--- config.mk ---
export PLATFORM = sky130hd
export DESIGN_NAME = ldst_agu
export DESIGN_NICKNAME = d
export VERILOG_FILES = /design/src/rtl/agu_pkg.sv /design/src/rtl/agu_offset_sel.sv /design/src/rtl/agu_addsub.sv /design/src/rtl/agu_index_sel.sv /design/src/rtl/agu_rsp_reg.sv /design/src/rtl/ldst_agu.sv
export SDC_FILE = /design/constraint.sdc
export NUM_CORES = 1
export LEC_CHECK = 0
export BUFFER_PORTS_ARGS = -buffer_cell sky130_fd_sc_hd__buf_2
export CORE_MARGIN = 10
export CORE_UTILIZATION = 30
export CTS_BUF_LIST = sky130_fd_sc_hd__clkbuf_8 sky130_fd_sc_hd__clkbuf_16
export DETAILED_ROUTE_END_ITERATION = 8
export HOLD_SLACK_MARGIN = 0.08
export PLACE_DENSITY = 0.56
export SYNTH_ARGS = -nofsm -noshare
export SYNTH_HDL_FRONTEND = slang
export SYNTH_SLANG_ARGS = --single-unit
--- constraint.sdc ---
create_clock -name clk -period 10.5 [get_ports clk]
set_input_delay 2.1 -clock clk [delete_from_list [all_inputs] [get_ports clk]]
set_output_delay 2.1 -clock clk [all_outputs]
set_load 0.03 [all_outputs]
--- src/rtl/agu_pkg.sv ---
package agu_pkg;
  typedef enum logic {
    OFF_IMM = 1'b0,
    OFF_REG = 1'b1
  } off_src_e;
endpackage

--- src/rtl/agu_offset_sel.sv ---
module agu_offset_sel
  import agu_pkg::*;
#(
  parameter int DW = 32,
  parameter int IW = 12
) (
  input  off_src_e         src,
  input  logic [IW-1:0]    imm,
  input  logic [DW-1:0]    reg_off,
  output logic [DW-1:0]    off
);
  localparam int PAD = DW - IW;
  logic [DW-1:0] imm_ext;

  generate
    if (PAD > 0) begin : g_pad
      assign imm_ext = {{PAD{1'b0}}, imm};
    end else begin : g_nopad
      assign imm_ext = imm[DW-1:0];
    end
  endgenerate

  always_comb begin
    unique case (src)
      OFF_REG: off = reg_off;
      default: off = imm_ext;
    endcase
  end
endmodule

--- src/rtl/agu_addsub.sv ---
module agu_addsub #(
  parameter int DW = 32
) (
  input  logic [DW-1:0] base,
  input  logic [DW-1:0] off,
  input  logic          up,
  output logic [DW-1:0] result
);
  logic [DW-1:0] operand;
  logic          cin;

  // One adder: subtraction is base + ~off + 1.
  assign operand = up ? off : ~off;
  assign cin     = ~up;
  assign result  = base + operand + {{(DW-1){1'b0}}, cin};
endmodule

--- src/rtl/agu_index_sel.sv ---
module agu_index_sel #(
  parameter int DW = 32
) (
  input  logic          pre,
  input  logic          wb_req,
  input  logic [DW-1:0] base,
  input  logic [DW-1:0] updated,
  output logic [DW-1:0] addr,
  output logic          wb_en
);
  assign addr  = pre ? updated : base;
  assign wb_en = pre ? wb_req : 1'b1;
endmodule

--- src/rtl/agu_rsp_reg.sv ---
module agu_rsp_reg #(
  parameter int PW = 66
) (
  input  logic          clk,
  input  logic          rst_n,
  input  logic          in_valid,
  output logic          in_ready,
  input  logic [PW-1:0] in_data,
  output logic          out_valid,
  input  logic          out_ready,
  output logic [PW-1:0] out_data
);
  assign in_ready = ~out_valid | out_ready;

  always_ff @(posedge clk) begin
    if (!rst_n) begin
      out_valid <= 1'b0;
    end else if (in_ready) begin
      out_valid <= in_valid;
    end
  end

  always_ff @(posedge clk) begin
    if (in_valid && in_ready) begin
      out_data <= in_data;
    end
  end
endmodule

--- src/rtl/ldst_agu.sv ---
module ldst_agu
  import agu_pkg::*;
#(
  parameter int DW = 32,
  parameter int IW = 12
) (
  input  logic          clk,
  input  logic          rst_n,
  input  logic          req_valid,
  output logic          req_ready,
  input  logic [DW-1:0] req_base,
  input  logic [IW-1:0] req_imm,
  input  logic [DW-1:0] req_reg_off,
  input  logic          req_use_reg,
  input  logic          req_up,
  input  logic          req_pre,
  input  logic          req_wb,
  input  logic          req_load,
  output logic [DW-1:0] comb_addr,
  output logic [DW-1:0] comb_new_base,
  output logic          comb_wb_en,
  output logic          comb_load,
  output logic          rsp_valid,
  input  logic          rsp_ready,
  output logic [DW-1:0] rsp_addr,
  output logic [DW-1:0] rsp_new_base,
  output logic          rsp_wb_en,
  output logic          rsp_load
);
  localparam int PW = 2 * DW + 2;

  logic [DW-1:0] offset;
  logic [PW-1:0] pay_in, pay_out;
  off_src_e      src;

  assign src = req_use_reg ? OFF_REG : OFF_IMM;

  agu_offset_sel #(.DW(DW), .IW(IW)) u_off (
    .src(src), .imm(req_imm), .reg_off(req_reg_off), .off(offset)
  );

  agu_addsub #(.DW(DW)) u_add (
    .base(req_base), .off(offset), .up(req_up), .result(comb_new_base)
  );

  agu_index_sel #(.DW(DW)) u_idx (
    .pre(req_pre), .wb_req(req_wb), .base(req_base),
    .updated(comb_new_base), .addr(comb_addr), .wb_en(comb_wb_en)
  );

  assign comb_load = req_load;
  assign pay_in    = {comb_addr, comb_new_base, comb_wb_en, comb_load};

  agu_rsp_reg #(.PW(PW)) u_rsp (
    .clk(clk), .rst_n(rst_n),
    .in_valid(req_valid), .in_ready(req_ready), .in_data(pay_in),
    .out_valid(rsp_valid), .out_ready(rsp_ready), .out_data(pay_out)
  );

  assign {rsp_addr, rsp_new_base, rsp_wb_en, rsp_load} = pay_out;
endmodule

## Word-level counts from Yosys, hierarchy flattened

Cells that the tools add are included.

- Add/subtract/negate cells: 2
- Multipliers: 0
- Divide/modulo/power cells: 0
- Order comparisons: 0
- Eq/ne operators: 0
- Shift-type cells: 0
- Multiplexer cells: 5
- Bitwise gates (word level): 4
- Reductions and logical operators: 1

Operators by type and width:

| operator | number |
|---|---|
| 2-to-1 mux 32 bit | 3 |
| adder 32 x 1 -> 32 bit | 1 |
| adder 32 bit | 1 |
| NOT 32 bit | 1 |
| 2-to-1 mux 1 bit | 2 |
| NOT 1 bit | 2 |
| logical AND 1 bit | 1 |
| bitwise OR 1 bit | 1 |

- Flip-flop bits (word level): 67
- Latch bits: 0
- Memory bits (writable): 0
- Memory bits (read-only): 0
- Input port bits: 85
- Output and inout bits: 134
- Word-level logic and storage cells: 14
- Memories: 0

## Logic depth before layout (Yosys ltp)

Gate-level depths: netlist of the first run.

- Depth after elaboration: 7
- Depth in mapped cells: 13
- Mapped depth without buffers: 10

## Cells and area by module

From an unflattened synthesis of the first run, not the netlist that was laid out.

- Cell total of the unflattened synthesis: 430
- Area, all modules: 4909.7 µm²

Modules (own cells, without submodules):

| module | instances | cells each | area an instance (µm²) | seq. area each (µm²) |
|---|---|---|---|---|
| agu_rsp_reg | 1 | 71 | 2039.5 | 2001.9 |
| agu_addsub | 1 | 286 | 1996.9 | 0.0 |
| agu_index_sel | 1 | 37 | 546.8 | 0.0 |
| agu_offset_sel | 1 | 35 | 319.1 | 0.0 |
| ldst_agu | 1 | 1 | 7.5 | 0.0 |

## Worst setup path after synthesis of the first run

Ideal clock, no wire load.

- Path type: input to output
- From: input req_use_reg
- To: output comb_addr[20]
- Arrival time: 5.391 ns
- Required time: 8.400 ns
- Slack: 3.009 ns
- Stages: 10
- Path buffers: 2
- Path through: buf_6 clkbuf_1 mux2i_1 xor2_1 ha_1 and3_1 and3_1 o21ai_1 a211o_1 o311ai_0

- Longest elaborated chain between the ends: 7

Ends and longest elaborated chain:

| item | RTL line | source |
|---|---|---|
| from (decl) | ldst_agu.sv:14 | `input logic req_use_reg,` |
| 2-to-1 mux 1 bit * | ldst_agu.sv:36 | `assign src = req_use_reg ? OFF_REG : OFF_IMM;` |
| 2-to-1 mux 32 bit * | agu_offset_sel.sv:24 | `unique case (src)` |
| NOT 32 bit | agu_addsub.sv:13 | `assign operand = up ? off : ~off;` |
| 2-to-1 mux 32 bit * | agu_addsub.sv:13 |  |
| adder 32 bit * | agu_addsub.sv:15 | `assign result = base + operand + {{(DW-1){1'b0}}, cin};` |
| adder 32 x 1 -> 32 bit * | agu_addsub.sv:15 |  |
| 2-to-1 mux 32 bit * | agu_index_sel.sv:11 | `assign addr = pre ? updated : base;` |
| to (decl) | ldst_agu.sv:19 | `output logic [DW-1:0] comb_addr,` |

Every way passes the cells marked *; elsewhere a longest branch is shown, timed or not.

## Worst setup path after layout of the first run

- From: input req_use_reg
- To: output comb_addr[24]

Same word-level chain as after synthesis.

==> metrics.md, run 1 <==
| Metric | Value |
|---|---|
| Outcome | complete, no violations |
| Root buf cell | clkbuf_16 |
| Syn Nets | 681 |
| Antenna viol nets, final | 0 |
| Via density | 5.02 |
| Seq/Total Area, Yosys | 37.7% |
| Core area | 17400 um^2 |
| VDD IR max | just under 0.00009 V |
| Async S/R FF share, synth | 0% |
| Post-CTS sizing | 0 |
| Die width | 153 um |
| Area delta synth->final | 29.9% |
| Leading area contributor after synthesis | edfxtp_1 |
| Startpoint types | primary input |
| NetSw | 601 uW |
| Share of layout cells above drive strength 1 | 33.5% |
| Ports | around 220 |
| Critical path cell sequence | buf_2 > mux2i_1 > xor2_1 > inv_1 > fa_1 > nand2b_1 > a21oi_1 > o21ai_1 > a2111oi_2 > mux2i_1 > a211o_1 > buf_2 |
| Sw Ratio | 44.4% |
| Synth Flop Type | edfxtp_1 |
| Wirelength per Cell | 18.8 um |
| P_leak | between 2 and 3 nW |
| Setup Viol. Count Final | 0 |
| Fin. max-slew vios | 0 |
| Initial antenna violation count | 5 |
| Number of synthesized flops with an enable pin | 66 |
| Tot Pwr | 1.35 mW |
| Most frequent cells in the layout | 218 x buf_2, 68 x nand2_1, 66 x edfxtp_1 |
| Count of cell types in the netlist | 60 |
| Gr usage total | 15.5% |
| WL final | between 15 and 20 mm |
| Placement Cell Area | 6570 um^2 |
| Worst setup EP type | primary output |
| Most common cell after layout, fill and taps aside | buf_2 |
| Share of the synthesized area in the top cell type | 37.3% |
| Hold Crit Class | flip-flop to flip-flop |
| Nets | 881 |
| DRC | 0 |
| Worst-skew pair later-pin latency | approximately 0.35 ns |
| Mapped Cells | 562 |
| Pwr per Cell Area | 196 nW/um^2 |
| Initial drt markers | 307 |
| Critical Path Max Stage Delay | 0.60 ns |
| Die Ht | 153 um |
| Post-CTS Setup Bufs | 0 |
| Maximum clock rate | 131 MHz |
| Vias in the first global route | 4987 |
| Req. time, crit path | between 8 and 9 ns |
| Rows | 48 |
| Post-layout instance area | 6900 um^2 |
| Worst-path fanout max | 33 |
| Max-cap viol count | 0 |
| WP data arrival | roughly 5.6 ns |
| RSZ-0062 raised after global routing | false |
| H-tree Lvls | 3 |
| Fin crit share | between 70% and 80% |
| CTS sink count | 67 |
| Largest net degree at the start of global routing | 67 |
| Comb power frac | 48.4% |
| Clock Tree Buf Depth | 2 |
| CTS Hold Bufs | 0 |
| Port Buf Inserts | ~220 |
| Sum of negative setup slack | 0 ns |
| Worst Skew | 0.00912 ns |
| Starting Density | 30.6% |
| DR pass1 iterations | 5 |
| Syn Area/Cell | 9.46 um^2 |
| Final Hold Fails | 0 |
| #FFs+latches synth | 67 |
| Internal | about 750 uW |
| Final min period | roughly 7.7 ns |
| Hpwl dp | 15.0 mm |
| Synth Warn # | 0 |
| Clock share of power | 25.1% |
| Total gr overflow | 0 |
| Sequential Power Share | 26.6% |
| Worst-path clk slew | 0.06 ns |
| CTS tree | built |
| Headroom to the max-slew limit | approximately 35% |
| Cell Area, Synth | 5310 um^2 |
| Crit path max-delay cell type | buf_2 |
| Global-route wire length before repair | 28.9 mm |
| Synth area leaders | edfxtp_1 37%, ha_1 7.8%, xor2_1 6.3% |
| Worst-Margin Slew | between 0.9 and 1 ns |
| Cts bufs inserted | 9 |
| Die area | 23400 um^2 |
| Critical path class | primary input to primary output |
| Placer Congestion | between 0.8 and 0.9 |
| Via count | 5000 |
## Yosys cell counts, drive strengths merged (2+ instances only)
cell / number
a21boi: 3
o21a: 7
nand2: 68
mux2: 12
nor2b: 8
a21oi: 49
or4: 2
and2: 8
a211oi: 3
buf: 8
or3: 6
o221ai: 2
xnor2: 17
nand3: 17
nand2b: 10
a22oi: 5
o31ai: 5
o311ai: 2
a211o: 6
a221oi: 4
nor3b: 3
o21ai: 29
nor2: 36
ha: 33
a31oi: 2
and3: 4
mux2i: 17
nand4: 14
clkbuf: 21
inv: 11
edfxtp: 66
a2111oi: 2
o211ai: 6
xor2: 38
nor3: 10
nand3b: 2
a31o: 4
a21o: 8
## power groups by stage
| stage | logic [mW] | clock network (mW) | registers (mW) |
|---|---|---|---|
| 2_1_floorplan | 0.383 | 0 | 0.448 |
| 3_3_place_gp | 0.659 | 0 | 0.364 |
| 4_1_cts | 0.663 | 0.349 | 0.360 |
| 3_5_place_dp | 0.660 | 0 | 0.365 |
| 6_report | 0.655 | 0.339 | 0.359 |
| 5_1_grt | 0.708 | 0.360 | 0.363 |
## flip-flops by register name (all words and copies together), names as in the netlist
name             flops
u_rsp.out_valid      1
u_rsp.out_data      66
## worst max-delay path, delay by kind of cell
family	cells	cell delay (ns)
compound gates	4	1.34
buf+inv	3	0.87
fa+ha+maj	1	0.43
mux	2	0.42
xor+xnor	1	0.21
simple gates	1	0.18
## through the flow
| stage | util (%) | instances | setup WS, ns | hold slack, ns |
|---|---|---|---|---|
| after detailed placement | 37.8 | 976 | 2.76 | 0.530 |
| final | 39.8 | 996 | 2.84 | 0.539 |
| after global placement | 37.8 | 976 | 2.81 | 0.520 |
| after CTS | 39.7 | 992 | 2.74 | 0.542 |
| after global routing | 39.7 | 994 | 2.39 | 0.572 |
| after floorplan | - | 562 | 3.01 | 0.885 |
## worst paths after layout
| path | start | endpoint | slack, ns | depth (start not counted) |
|---|---|---|---|---|
| worst max-delay path | req_use_reg | comb_addr[24] | 2.84 | 12 |
| worst max register to register | u_rsp.out_valid$_SDFFE_PN0N_ | u_rsp.out_data[56]$_DFFE_PP_ | 8.91 | 2 |
| worst min register to register | u_rsp.out_valid$_SDFFE_PN0N_ | u_rsp.out_valid$_SDFFE_PN0N_ | 0.54 | 2 |
| worst min-delay path | u_rsp.out_valid$_SDFFE_PN0N_ | u_rsp.out_valid$_SDFFE_PN0N_ | 0.54 | 2 |
## logic make-up (layout without fill, tap and decap cells)
family / Yosys count / in the layout / share of synthesized area, %
simple gates: 194 / 194 / 17.8
fa+ha+maj: 34 / 34 / 8.15
compound gates: 143 / 143 / 18.0
buf+inv: 40 / 245 / 3.04
flops: 67 / 67 / 37.7
mux: 29 / 29 / 6.22
xor+xnor: 55 / 55 / 9.07
other cells: 0 / 4 / 0
## layout make-up
| type | instances | area [um^2] |
|---|---|---|
| Sequential cell | 67 | 2000 |
| Antenna cell | 4 | 10.0 |
| Inverter | 11 | 41.3 |
| Tap cell | 225 | 282 |
| Clock inverter | 7 | 98.8 |
| Multi-Input combinational cell | 455 | 3150 |
| Clock buffer | 9 | 225 |
| Timing Repair Buffer | 218 | 1090 |
| Fill cell | 1794 | 10500 |
## layer usage
layer,GRT usage (%),wire length (um),vias up
li1,-,-,2494
met1,19.0,8230,2320
met2,25.1,8820,164
met3,5.53,1440,20
met4,4.54,209,2
met5,0,13,-
No activity file was read; power rests on OpenSTA's default activity.
==> run 2, diff against run 1 <==
PLACE_DENSITY = 0.58   (was 0.56)
clock period = 6.91 ns   (was 10.5 ns; I/O delays follow)
==> run 2 against run 1 <==
- clock-buffer cell count up 1
- largest power group unchanged
- die area unchanged
- combinational power increased by 53%
==> metrics.md, run 2 (synthesized netlist as in run 1, its figures left out) <==
| Metric | Value |
|---|---|
| Cts bufs inserted | 9 (unchanged) |
| Die Ht | 153 um (unchanged) |
| Post-layout instance area | 6990 um^2 (+1.3%) |
| Maximum clock rate | approximately 160 MHz |
| CP top delay family | compound AO/OA/AOI/OAI gates |
| Outcome | complete, no violations |
| Die area | 23400 um^2 (unchanged) |
| WL final | 19.2 mm (+2.4%) |
| Initial antenna violation count | 4 (-1) |
| Critical Path Max Stage Delay | 0.57 ns (-0.03 ns) |
| Port Buf Inserts | 218 (unchanged) |
| DR pass1 iterations | 5 (unchanged) |
| Worst setup EP type | primary output |
| Ports | 219 (unchanged) |
| Fin. max-slew vios | 0 (unchanged) |
| Final Hold Fails | 0 (unchanged) |
| Fin crit share | between 80% and 90% |
| Final min period | just over 6 ns |
| Setup Viol. Count Final | 0 (unchanged) |
| Max reg flops | 66 (unchanged) |
| VDD IR max | 0.000143 V (+64%) |
| Total gr overflow | 0 (unchanged) |
| Core area | 17400 um^2 (unchanged) |
| CTS Hold Bufs | 0 (unchanged) |
| Most common cell after layout, fill and taps aside | buf_2 |
| Max-cap viol count | 0 (unchanged) |
| DRC | 0 (unchanged) |
| Vias in the first global route | 5237 (+5.0%) |
| RSZ-0062 raised after global routing | false |
| Sum of negative setup slack | 0 ns (unchanged) |
| Largest net degree at the start of global routing | 67 (unchanged) |
| Rows | 48 (unchanged) |
| Worst Skew | 0.0101 ns (+0.00102 ns) |
| Setup ws final | 0.751 ns (-2.09 ns) |
| Initial drt markers | 265 (-14%) |
| CTS tree | built |
| Root buf cell | clkbuf_16 |
| Req. time, crit path | 5.53 ns (-2.87 ns) |
| P_leak | 3.03 nW (+1.7%) |
| Antenna viol nets, final | 0 (unchanged) |
| Post-CTS sizing | 0 (unchanged) |
| Share of layout cells above drive strength 1 | 34.0% (+0.52 points) |
| Wirelength per Cell | 19.2 um (+2.2%) |
| Most frequent cells in the layout | 218 x buf_2, 68 x nand2_1, 66 x edfxtp_1 |
| CTS sink count | 67 (unchanged) |
| Post-CTS Setup Bufs | 0 (unchanged) |
| Worst-skew pair later-pin latency | 0.36 ns (about the same) |
| Worst-Margin Slew | 0.898 ns (-0.0830 ns) |
| Die width | 153 um (unchanged) |
| Clock Tree Buf Depth | 2 (unchanged) |
| Worst-path fanout max | 14 (-58%) |
| Startpoint types | primary input |
| Headroom to the max-slew limit | 40.1% (+5.6 points) |
| Most flops, register | u_rsp.out_data |
| Worst-path clk slew | 0.07 ns (about the same) |
| # diodes | 0 (-4) |
| Starting Density | 30.6% (unchanged) |
| Critical path class | primary input to primary output |
| Hold Crit Class | flip-flop to flip-flop |
| Place WS | 0.750 ns (-2.01 ns) |
| Placer Congestion | 0.883 (+2.4%) |
| H-tree Lvls | 3 (unchanged) |
| Via density | 5.05 (+0.62%) |
| Area delta synth->final | 31.5% |
| Buf/Inv on CP | 3 (unchanged) |
| Crit path max-delay cell type | a21oi_1 |
| Pwr per Cell Area | 307 nW/um^2 (+56%) |
| Nets | 887 (+0.68%) |
| Gr usage total | 15.8% (+0.27 points) |
| WP data arrival | 4.78 ns (-0.78 ns) |
| Critical path cell sequence | buf_2 > buf_4 > mux2i_1 > xor2_1 > ha_1 > a21oi_1 > o21ai_0 > a21oi_1 > a211oi_1 > or3_1 > a31o_1 > buf_2 |
| Top Registers | u_rsp.out_data x66, u_rsp.out_valid x1 |
| Hpwl dp | 15.4 mm (+2.6%) |
| Via count | 5041 (+0.82%) |
| Global-route wire length before repair | 29.6 mm (+2.5%) |
| Placement Cell Area | 6610 um^2 (+0.69%) |
[run 2: cell count changes in the layout (fill, tap and decap cells not counted), sizes merged]
| cell | previous run | this run |
|---|---|---|
| clkinv | 2 | 1 |
| bufinv | 2 | 4 |
| diode | 4 | 0 |
| clkbuf | 9 | 10 |
| inv | 13 | 11 |
| buf | 218 | 224 |
[run 2: worst reg2reg max path: stages (launching register included)]
cell and delay (ns):
dfxtp_1 0.31, nand2b_1 0.11, and2_4 0.75
[run 2: through the flow]
step	util, %	std cells	power, mW	hold slack (ns)
2_1_floorplan	-	562	1.26	0.885
3_5_place_dp	38.1	982	1.57	0.544
4_1_cts	40.3	998	2.16	0.554
5_1_grt	40.3	998	2.26	0.645
3_3_place_gp	38.1	982	1.56	0.527
6_report	40.3	998	2.14	0.554
[run 2: where the power goes]
group          internal (mW)  total, mW  switching, mW
Sequential             0.535      0.546         0.0113
Combinational          0.292       1.00          0.713
Clock                  0.399      0.592          0.192
Total                   1.23       2.14          0.916
[run 2: path summary, 6_finish.rpt]
check                                    start                            to  slack [ns]  depth (start not counted)
hold reg to reg   u_rsp.out_valid$_SDFFE_PN0N_  u_rsp.out_valid$_SDFFE_PN0N_        0.55                          2
setup reg to reg  u_rsp.out_valid$_SDFFE_PN0N_  u_rsp.out_data[25]$_DFFE_PP_        5.32                          2
hold / removal    u_rsp.out_valid$_SDFFE_PN0N_  u_rsp.out_valid$_SDFFE_PN0N_        0.55                          2
setup / recovery                   req_use_reg                 comb_addr[23]        0.75                         12
[run 2: layout make-up]
cell class                 instances  area, um^2
sequential                        67        2000
fill                            1754       10400
timing repair buffer             224        1140
multi-input combinational        455        3150
inverter                          11        41.3
clock inverter                     6         136
clock buffer                      10         239
tap                              225         282
[run 2: per-layer routing]
layer	wire (um)	part of all wire, %	vias to the layer above	global-route usage, %
li1	-	-	2499	-
met1	8550	45	2324	19.1
met2	8640	45	187	25.4
met3	1660	8.7	25	6.37
met4	272	1.4	6	4.27
met5	44	0.23	-	0
==> run 3, diff against run 2 <==
GPL_TIMING_DRIVEN = 0   (was not set)
PLACE_DENSITY = 0.56   (was 0.58)
==> run 3 against run 2 <==
- sequential share of layout area fell by 0.14 points
- non-clock buffer count rose by 20
- setup slack got worse by 0.16 ns
- largest power group unchanged
==> metrics.md, run 3 (synthesized netlist as in run 1, its figures left out) <==
| Metric | Value |
|---|---|
| Outcome | complete, no violations |
| Port Buf Inserts | 216 (-0.92%) |
| Core area | 17400 um^2 (unchanged) |
| Critical path class | primary input to primary output |
| Top Registers | u_rsp.out_data x66, u_rsp.out_valid x1 |
| Ports | 219 (unchanged) |
| Most used cell, CP | nand2_1 |
| WL met3 | 1.60 mm (-3.4%) |
| Nets | 907 (+2.3%) |
| Initial drt markers | 293 (+11%) |
| Tot Pwr | 2.10 mW (-2.2%) |
| Via count | 5157 (+2.3%) |
| WL final | 19.7 mm (+2.8%) |
| Critical path cell sequence | buf_6 > clkbuf_1 > nand2_1 > xor2_1 > ha_1 > clkbuf_1 > nand2_1 > o21ai_1 > nand2_1 > a32oi_1 > nor3_1 > o31ai_1 > buf_2 |
| Hpwl dp | 15.9 mm (+3.6%) |
| Initial antenna violation count | 4 (unchanged) |
| Via density | 5.05 (about the same) |
| Max reg flops | 66 (unchanged) |
| Wirelength per Cell | 19.3 um (+0.51%) |
| RSZ-0062 raised after global routing | false |
| Die Ht | 153 um (unchanged) |
| Vias in the first global route | 5123 (-2.2%) |
| Worst Skew | 0.0100 ns (-0.000102 ns) |
| Clock Tree Buf Depth | 2 (unchanged) |
| Setup Viol. Count Final | 0 (unchanged) |
| Met2 wire length | 9.14 mm (+5.8%) |
| CTS Hold Bufs | 0 (unchanged) |
| Share of layout cells above drive strength 1 | 32.3% (-1.7 points) |
| Total gr overflow | 0 (unchanged) |
| Fin crit share | 91.4% (+2.3 points) |
| Pwr per Cell Area | 298 nW/um^2 (-2.7%) |
| CP top delay family | buffers and inverters |
| Worst-path fanout max | 15 (+1) |
| VDD IR max | 0.000146 V (+2.1%) |
| DRC | 0 (unchanged) |
| Die area | 23400 um^2 (unchanged) |
| Critical Path Max Stage Delay | 0.54 ns (-0.03 ns) |
| Gr usage total | 16.2% (+0.40 points) |
| Final Hold Fails | 0 (unchanged) |
| Starting Density | 30.6% (unchanged) |
| Top Metal Used | met5 |
| Headroom to the max-slew limit | 39.3% (-0.80 points) |
| Worst-path clk slew | 0.06 ns (about the same) |
| Req. time, crit path | 5.53 ns (about the same) |
| WL met1 | 8.56 mm (+0.12%) |
| Global-route wire length before repair | 29.9 mm (+0.93%) |
| Most frequent cells in the layout | 216 x buf_2, 68 x nand2_1, 66 x edfxtp_1 |
| Die width | 153 um (unchanged) |
| Buf/Inv on CP | 4 (+1) |
| Fin. max-slew vios | 0 (unchanged) |
| Cts bufs inserted | 9 (unchanged) |
| H-tree Lvls | 3 (unchanged) |
| Maximum clock rate | 158 MHz (-2.5%) |
| Max-cap viol count | 0 (unchanged) |
| Worst-skew pair later-pin latency | 0.35 ns (about the same) |
| Antenna viol nets, final | 0 (unchanged) |
| Rows | 48 (unchanged) |
| DR pass1 iterations | 5 (unchanged) |
| WP data arrival | 4.93 ns (+0.15 ns) |
| Crit path max-delay cell type | clkbuf_1 |
| Largest net degree at the start of global routing | 67 (unchanged) |
| Root buf cell | clkbuf_16 |
| Worst setup EP type | primary output |
| Area delta synth->final | 32.2% |
| Startpoint types | primary input |
| P_leak | 3.03 nW (about the same) |
| Worst-Margin Slew | 0.910 ns (+0.0120 ns) |
| Placer Congestion | 0.877 (-0.76%) |
| CTS tree | built |
| Final min period | 6.32 ns (+0.157 ns) |
| Most common cell after layout, fill and taps aside | buf_2 |
| CTS sink count | 67 (unchanged) |
| Hold Crit Class | flip-flop to flip-flop |
| Most flops, register | u_rsp.out_data |
| Sum of negative setup slack | 0 ns (unchanged) |
-- run 3: cell count changes in the layout (fill, tap and decap cells not counted), sizes merged --
cell and delta:
clkbuf +19, diode +3, inv +3, bufinv -1
clkinvlp -1
-- run 3: metal layers --
layer  vias to the layer above  GRT usage (%)
met5                         -              0
met4                         2           5.86
met3                        19           5.39
met2                       175           26.3
met1                      2419           19.5
li1                       2542              -
-- run 3: power by group --
group	switching [mW]	total, mW	internal (mW)	leakage (nW)
clock	0.191	0.544	0.353	0.172
sequential	0.0107	0.546	0.535	0.647
combinational	0.716	1.01	0.290	2.21
total	0.918	2.10	1.18	3.03
-- run 3: what timing repair did --
item	4_1_cts	5_1_grt
setup buffers	0	0
resized for setup	0	0
setup endpoints to repair	1	0
hold endpoints to repair	0	0
-- run 3: worst min-delay path, delay by kind of cell, from the launching register on --
family / cells / cell delay [ns]
DFF: 1 / 0.31
AOI/OAI and AO/OA: 1 / 0.09
and+or+nand+nor: 1 / 0.09
-- run 3: cell type report --
| type | count | area [um^2] |
|---|---|---|
| Tap cell | 225 | 282 |
| Sequential cell | 67 | 2000 |
| Clock buffer | 9 | 225 |
| Inverter | 11 | 41.3 |
| Antenna cell | 3 | 7.51 |
| Timing Repair Buffer | 216 | 1080 |
| Clock inverter | 7 | 116 |
| Fill cell | 1798 | 10300 |
| Multi-Input combinational cell | 455 | 3150 |
| Buffer | 28 | 116 |
-- run 3: per-stage QoR --
stage	std cells	area [um^2]	hold slack, ns	util, %	setup slack (ns)
3_3_place_gp	1003	6680	0.509	38.5	-0.0364
6_report	1021	7020	0.536	40.5	0.594
2_1_floorplan	562	5310	0.885	-	0.855
3_5_place_dp	1003	6680	0.533	38.5	-0.00587
4_1_cts	1018	7020	0.543	40.4	0.552
5_1_grt	1018	7020	0.577	40.4	0.170
-- run 3: path summary, 6_finish.rpt --
path | startpoint | end | slack, ns | cells after the start
setup / recovery | req_use_reg | comb_addr[28] | 0.59 | 13
hold / removal | u_rsp.out_valid$_SDFFE_PN0N_ | u_rsp.out_valid$_SDFFE_PN0N_ | 0.54 | 2
setup reg to reg | u_rsp.out_valid$_SDFFE_PN0N_ | u_rsp.out_data[56]$_DFFE_PP_ | 5.35 | 2
hold reg to reg | u_rsp.out_valid$_SDFFE_PN0N_ | u_rsp.out_valid$_SDFFE_PN0N_ | 0.54 | 2
